<file path="src/rtl/ckd_pkg.sv">
package ckd_pkg;

  localparam int unsigned MAX_RATIO = 6;
  localparam int unsigned CNT_W     = $clog2(MAX_RATIO + 1);

  typedef enum logic [1:0] {
    SEL_DIV5 = 2'b00,
    SEL_DIV4 = 2'b01,
    SEL_DIV6 = 2'b10,
    SEL_RSVD = 2'b11
  } sel_code_e;

  // Ratio selected by a code; 0 marks the reserved code.
  function automatic logic [CNT_W-1:0] ratio_of(input logic [1:0] code);
    case (sel_code_e'(code))
      SEL_DIV4: ratio_of = CNT_W'(4);
      SEL_DIV5: ratio_of = CNT_W'(5);
      SEL_DIV6: ratio_of = CNT_W'(6);
      default:  ratio_of = '0;
    endcase
  endfunction

  // High phase length: floor(N/2), which gives 2 high / 3 low for N=5.
  function automatic logic [CNT_W-1:0] high_of(input logic [CNT_W-1:0] ratio);
    high_of = ratio >> 1;
  endfunction

  function automatic logic is_reserved(input logic [1:0] code);
    is_reserved = (sel_code_e'(code) == SEL_RSVD);
  endfunction

endpackage

</file>
<file path="src/rtl/ckd_mode_ctl.sv">
module ckd_mode_ctl
  import ckd_pkg::*;
(
  input  logic             clk_i,
  input  logic             rst_i,
  input  logic [1:0]       sel_i,
  output logic             restart_o,
  output logic [CNT_W-1:0] ratio_o,
  output logic [CNT_W-1:0] high_o
);

  logic [1:0] sel_q;
  logic       sel_changed;

  always_ff @(posedge clk_i) begin
    sel_q <= sel_i;
  end

  assign sel_changed = (sel_i != sel_q);
  assign restart_o   = rst_i | sel_changed | is_reserved(sel_i);
  assign ratio_o     = ratio_of(sel_i);
  assign high_o      = high_of(ratio_o);

  // Outside a restart the selected ratio is one of the three legal values
  p_ratio_legal_r1: assert property (@(posedge clk_i) disable iff (rst_i)
    !restart_o |-> (ratio_o >= CNT_W'(4) && ratio_o <= CNT_W'(6)));

endmodule

</file>
<file path="src/rtl/ckd_phase_cnt.sv">
module ckd_phase_cnt
  import ckd_pkg::*;
(
  input  logic             clk_i,
  input  logic             rst_i,
  input  logic             restart_i,
  input  logic [CNT_W-1:0] ratio_i,
  input  logic [CNT_W-1:0] high_i,
  output logic             phase_zero_o,
  output logic             prim_o
);

  logic [CNT_W-1:0] cnt_q;
  logic             prim_q;
  logic             at_last;

  assign at_last = (cnt_q == ratio_i - CNT_W'(1));

  always_ff @(posedge clk_i) begin
    if (restart_i) begin
      cnt_q  <= '0;
      prim_q <= 1'b0;
    end else begin
      cnt_q  <= at_last ? '0 : cnt_q + CNT_W'(1);
      prim_q <= (cnt_q < high_i);
    end
  end

  assign phase_zero_o = !restart_i && (cnt_q == '0);
  assign prim_o       = prim_q;

  // Counter never leaves the window of the selected ratio
  p_cnt_in_window_r1: assert property (@(posedge clk_i) disable iff (rst_i)
    !restart_i |-> (cnt_q < ratio_i));

  // A primary rising edge only ever starts a new period at phase zero
  p_prim_rise_at_zero_r7: assert property (@(posedge clk_i) disable iff (rst_i)
    $rose(prim_q) |-> ($past(cnt_q) == '0));

endmodule

</file>
<file path="src/rtl/ckd_half_stage.sv">
module ckd_half_stage (
  input  logic clk_i,
  input  logic rst_i,
  input  logic restart_i,
  input  logic phase_zero_i,
  output logic sec_o,
  output logic align_o
);

  logic sec_q;
  logic align_q;

  always_ff @(posedge clk_i) begin
    if (restart_i) begin
      sec_q   <= 1'b0;
      align_q <= 1'b0;
    end else begin
      sec_q   <= sec_q ^ phase_zero_i;
      align_q <= phase_zero_i & ~sec_q;
    end
  end

  assign sec_o   = sec_q;
  assign align_o = align_q;

  // Strobe lasts exactly one cycle
  p_align_one_cycle_r6: assert property (@(posedge clk_i) disable iff (rst_i)
    align_q |=> !align_q);

  // Each secondary rising edge raises the strobe
  p_sec_rise_strobe_r6: assert property (@(posedge clk_i) disable iff (rst_i)
    $rose(sec_q) |-> align_q);

endmodule

</file>
<file path="src/rtl/clk_ratio_div.sv">
module clk_ratio_div
  import ckd_pkg::*;
(
  input  logic       clk_i,
  input  logic       rst_i,
  input  logic [1:0] sel_i,
  output logic       prim_o,
  output logic       sec_o,
  output logic       align_o
);

  logic             restart;
  logic [CNT_W-1:0] ratio;
  logic [CNT_W-1:0] high_len;
  logic             phase_zero;

  ckd_mode_ctl u_mode (
    .clk_i     (clk_i),
    .rst_i     (rst_i),
    .sel_i     (sel_i),
    .restart_o (restart),
    .ratio_o   (ratio),
    .high_o    (high_len)
  );

  ckd_phase_cnt u_phase (
    .clk_i        (clk_i),
    .rst_i        (rst_i),
    .restart_i    (restart),
    .ratio_i      (ratio),
    .high_i       (high_len),
    .phase_zero_o (phase_zero),
    .prim_o       (prim_o)
  );

  ckd_half_stage u_half (
    .clk_i        (clk_i),
    .rst_i        (rst_i),
    .restart_i    (restart),
    .phase_zero_i (phase_zero),
    .sec_o        (sec_o),
    .align_o      (align_o)
  );

  // Secondary rises only together with primary
  p_sec_with_prim_r6: assert property (@(posedge clk_i) disable iff (rst_i)
    $rose(sec_o) |-> $rose(prim_o));

  // Strobe only while both groups are high
  p_align_both_high_r6: assert property (@(posedge clk_i) disable iff (rst_i)
    align_o |-> (prim_o && sec_o));

  // Reserved code holds everything low
  p_reserved_low_r9: assert property (@(posedge clk_i) disable iff (rst_i)
    is_reserved(sel_i) |=> (!prim_o && !sec_o && !align_o));

  // A code change clears both groups
  p_change_clears_r8: assert property (@(posedge clk_i) disable iff (rst_i)
    (sel_i != $past(sel_i)) |=> (!prim_o && !sec_o && !align_o));

endmodule

</file>
<file path="config.mk">
export PLATFORM = sky130hd
export DESIGN_NAME = clk_ratio_div
export DESIGN_NICKNAME = d
export VERILOG_FILES = /design/src/rtl/ckd_pkg.sv /design/src/rtl/ckd_mode_ctl.sv /design/src/rtl/ckd_phase_cnt.sv /design/src/rtl/ckd_half_stage.sv /design/src/rtl/clk_ratio_div.sv
export SDC_FILE = /design/constraint.sdc
export NUM_CORES = 1
export LEC_CHECK = 0
export BUFFER_PORTS_ARGS = -buffer_cell sky130_fd_sc_hd__clkbuf_2
export CAP_MARGIN = 40
export CORE_AREA = 2 2 39 41
export DETAILED_ROUTE_END_ITERATION = 8
export DIE_AREA = 0 0 41 43
export SYNTH_ARGS = -nofsm -noshare
export SYNTH_HDL_FRONTEND = slang
export SYNTH_SLANG_ARGS = --single-unit
</file>
<file path="constraint.sdc">
create_clock -name clk_i -period 1.55 [get_ports clk_i]
set_clock_uncertainty 0.05 [all_clocks]
set_input_delay 0.155 -clock clk_i [delete_from_list [all_inputs] [get_ports clk_i]]
set_output_delay 0.155 -clock clk_i [all_outputs]
set_load 0.01 [all_outputs]
</file>
# Yosys cells after proc, flatten, opt, wreduce, memory -nomap -nowiden
# Index checks and enable logic that the tools add are counted.
# word_totals
reg_bits	8
input_bits	4
output_inout_bits	3
word_cells	24
# classes
add_sub_neg	2
n_lt_le_gt_ge	1
n_eq_ne	5
mux	1
bitwise_logic	5
n_reduce_logical	5
# op_table
operator	n
3-bit one-hot mux with 3 select lines	1
2-bit == test (second input constant)	2
3-bit by 1-bit adder with 3-bit output (second input constant)	1
3-bit == test	1
3-bit zero test	1
3-bit by 2-bit less-than comparator with 1-bit output	1
3-bit by 1-bit subtractor with 3-bit output (second input constant)	1
2-bit by 1-bit == test with 1-bit output (second input constant)	1
2-bit zero test	1
2-bit != test	1
1-bit OR	2
2-bit OR reduction	1
1-bit bitwise AND	1
1-bit logical AND	1
1-bit zero test	1
1-bit NOT	1
1-bit XOR	1

# Depth between registers and ports, before layout
# logic_depth
depth_word	6
ltp_mapped	6
depth_no_buf	6

# Hierarchy
# Synthesis repeated with hierarchy kept, for this count alone.
# unflattened
hier_cells	50
area_unflattened_um2	495.5
# by_module_without_submodules
module	instances	cells_per_inst	area_each_um2	seq_area_each_um2
ckd_phase_cnt	1	31	309.0	80.1
ckd_mode_ctl	1	13	120.1	40.0
ckd_half_stage	1	6	66.3	40.0

# Worst setup path after synthesis
# Ideal clock, no wire load.
# synth_path
path_kind	reg2reg
start	register u_mode.sel_q[0]
end	register u_half.sec_q, in the netlist u_half.sec_o
arrival_ns	1.184
required_time_ns	1.435
setup_slack_ns	0.251
stages_incl_launch_ff	6
path_buffers	0
synth_period_minus_slack_ns	1.299
path_cell_list	dfxtp_1 -> nand4bb_1 -> a2bb2oi_2 -> nor3b_1 -> ha_1 -> nor2_1
# synth_between
elab_chain_len	6
# synth_lines
element	line	rtl
start: declaration	ckd_mode_ctl.sv:12	logic [1:0] sel_q;
start signal: assignment	ckd_mode_ctl.sv:16	sel_q <= sel_i;
2-bit != test (*)	ckd_mode_ctl.sv:19	assign sel_changed = (sel_i != sel_q);
1-bit OR (*) (2 in a row)	ckd_mode_ctl.sv:20	assign restart_o = rst_i | sel_changed | is_reserved(sel_i);
1-bit zero test	ckd_phase_cnt.sv:29	assign phase_zero_o = !restart_i && (cnt_q == '0);
1-bit logical AND	ckd_phase_cnt.sv:29	
1-bit XOR	ckd_half_stage.sv:18	sec_q <= sec_q ^ phase_zero_i;
end signal: assignment	ckd_half_stage.sv:18	
end: declaration	ckd_half_stage.sv:10	logic sec_q;
# Mark *: on every way between the ends. The rest lies on a longest branch, timed or not.
# A chain may end at the register's enable or synchronous reset.

# Worst setup path in the final report
# Ends and elaborated chain as after synthesis.

==> results.cfg <==
[routing]
drc = 0
highest_layer = met4
wl_um = 651
met2_length_um = 291
dr_total_vias = 284
wl_met3_um = 28
detail-route-antenna-nets = 0
via_per_inst = 4.51
drt_iter0_markers = 1
wire_per_inst_um = 10.3
wl_met1_um = 319
drt_pass1_iterations = 4

[timing]
finalMaxSlewViolations = 0
timing.hold.ws_ns = 0.0651
finalSetupViolations = 0
fin_crit_sh_pct = 86.0
relSlewSlack_pct = 76.4
worst_pin_slew_ns = 0.345
max_clock_freq_ghz = 0.750
setup_tns_ns = 0
hold_viol = 0
rsz0062_at_grt = no
min_period_ns = 1.33

[placed_design]
gp_congestion = 0.758
post-dp-hpwl_um = 492
port_buffers = 6

[clock_tree]
root_buffer = clkbuf_4
htreeDepth = 1
cts_tree = done
clkSlewWorstSetupHoldPaths_ns = 0.06
numCtsBuffers = 3
ctsHoldBuffers = 0
cts_resized = 0
post_cts_buffers = 0
numClockSinks = 8
clkLatencyLatePin_ns = 0.25
clockBufferDepth = 2

[finish]
nets = 57
area.sequential_um2 = 160
utilization_pct = 34.0
num_antenna_cells = 0
n_fill_cell = 146
syn2layout_area_growth_pct = 22.9
final_common_cell = dfxtp_1
mostFrequentLayoutCells = 8 x dfxtp_1, 6 x inv_1, 6 x clkbuf_2, 4 x ha_1
layout-drive-gt1-share_pct = 29.8
multi_input_area_um2 = 200

[synth]
synth_top_family_by_area = simple AND/OR/NAND/NOR gates
avgSynthCellArea_um2 = 10.6
yosysWarningCount = 0
synth_seq_cells = 8
postSynthCellCount = 36
synthSimpleGateAreaFrac_pct = 17.3
synth-compound-area-share_pct = 15.0
synthMuxAreaShare_pct = 0
synth.net_count = 44
synth-seq-area-share_pct = 41.8
synth.distinct_cells = 16
yosys.area_share.xor_xnor_pct = 6.86
synth_area_um2 = 383
yosys.area_share.adder_pct = 13.1

[power]
p_switching_mw = 0.0955
power_frac_clock_pct = 38.7
powerDensity_nw_per_um2 = 886
max-vdd-ir-drop_uv = 260
p_total_mw = 0.417
pwr-share-seq_pct = 51.6
leakagePower_nw = 0.184
combPwrFrac_pct = 9.7
internal_power_mw = 0.321
swShare_pct = 22.9

[global_route]
antenna_found_initial = 0
gr-usage-all-layers_pct = 10.1
first_global_vias = 273
grt_overflow = 0
grt_pass1_wl_um = 1120
grt_max_degree = 9

[run_status]
status = completed

[min_path]
hp-class = in -> reg

[die]
dieArea_um2 = 1760
io_pins = 7
dieWidth_um = 41
die_y_um = 43
row_count = 14
start_util_pct = 27.7
core-area_um2 = 1380

[setup_path]
cp.required_ns = 1.70
crit_arrival_ns = 1.48
critical_path.cell_chain = nand4bb_1 -> a2bb2oi_2 -> nor3b_1 -> ha_1 -> nor2_1
crit_fanout = 3
slowest_delay_ns = 0.32
setup.worst_path.class = reg -> reg
start_kind = flop
worst_path_max_delay_cell = dfxtp_1
end_kind = flop

[job]
max_cap_viol_count = 0
cell usage after synthesis:
cell,number,area [µm²]
dfxtp_1,8,160
xnor2_1,3,26.3
nor4bb_2,1,16.3
inv_1,6,22.5
o41ai_1,1,8.76
nor3b_1,1,7.51
nand3b_1,1,7.51
ha_1,4,50.1
nor3_1,1,5.00
nand4bb_1,1,11.3
nor2_1,3,11.3
a2bb2oi_2,1,15.0
a2111oi_0,1,8.76
a311o_1,1,10.0
a211oi_1,2,15.0
and2_2,1,7.51
routing by layer:
layer | vias to the layer above | global-route usage [%]
met5 | - | 0
met4 | 0 | 12.0
met3 | 2 | 3.14
met2 | 6 | 12.5
met1 | 125 | 11.6
li1 | 151 | -
per-stage QoR:
| stage | area [µm²] | std cells | setup slack, ns |
|---|---|---|---|
| 6_report | 470 | 63 | 0.217 |
| 5_1_grt | 470 | 63 | 0.0908 |
| 4_1_cts | 470 | 63 | 0.212 |
| 3_5_place_dp | 448 | 60 | 0.215 |
| 3_3_place_gp | 448 | 60 | 0.213 |
| 2_1_floorplan | 383 | 36 | 0.251 |
kinds of logic (layout without fill, tap and decap cells):
group / count (synthesis) / after routing
AO/OA/AOI/OAI: 6 / 6
XOR/XNOR: 3 / 3
adder cells (fa/ha/maj): 4 / 4
buffers and inverters: 6 / 17
flip-flops: 8 / 8
AND/OR/NAND/NOR: 9 / 9
sequential cells by signal, summed over array words and instances (netlist names):
| name | cells |
|---|---|
| u_mode.sel_q | 2 |
| u_phase.cnt_q | 3 |
| u_half.sec_o | 1 |
| u_phase.prim_o | 1 |
| u_half.align_o | 1 |
area by class of cell:
class	count	share of cell area [%]
Clock buffer	3	4.79
Inverter	6	4.79
Multi-Input combinational cell	22	42.6
Sequential cell	8	34.0
Tap cell	16	4.26
Timing Repair Buffer	8	9.57
path summary, 6_finish.rpt:
| kind | start | endpoint | slack, ns | depth (start not counted) |
|---|---|---|---|---|
| max | u_mode.sel_q[0]$_DFF_P_ | u_half.sec_o$_SDFF_PP0_ | 0.22 | 5 |
| min reg2reg | u_half.sec_o$_SDFF_PP0_ | u_half.sec_o$_SDFF_PP0_ | 0.51 | 3 |
| max reg2reg | u_mode.sel_q[0]$_DFF_P_ | u_half.sec_o$_SDFF_PP0_ | 0.22 | 5 |
| min | sel_i[1] | u_mode.sel_q[1]$_DFF_P_ | 0.07 | 1 |
critical path: cells and delay by family, from the launching register on:
kind	cells	cell delay (ns)
and+or+nand+nor	3	0.50
DFF	1	0.32
adders and majority gates	1	0.26
AOI/OAI and AO/OA	1	0.16
power groups by stage:
stage	clock, mW	sequential [mW]	combinational (mW)
after global routing	0.184	0.216	0.0471
final	0.161	0.215	0.0403
after floorplan	0	0.219	0.0229
after CTS	0.171	0.215	0.0415
after detailed placement	0	0.219	0.0411
after global placement	0	0.219	0.0415
Note: power is estimated with default switching activity, not from simulation.
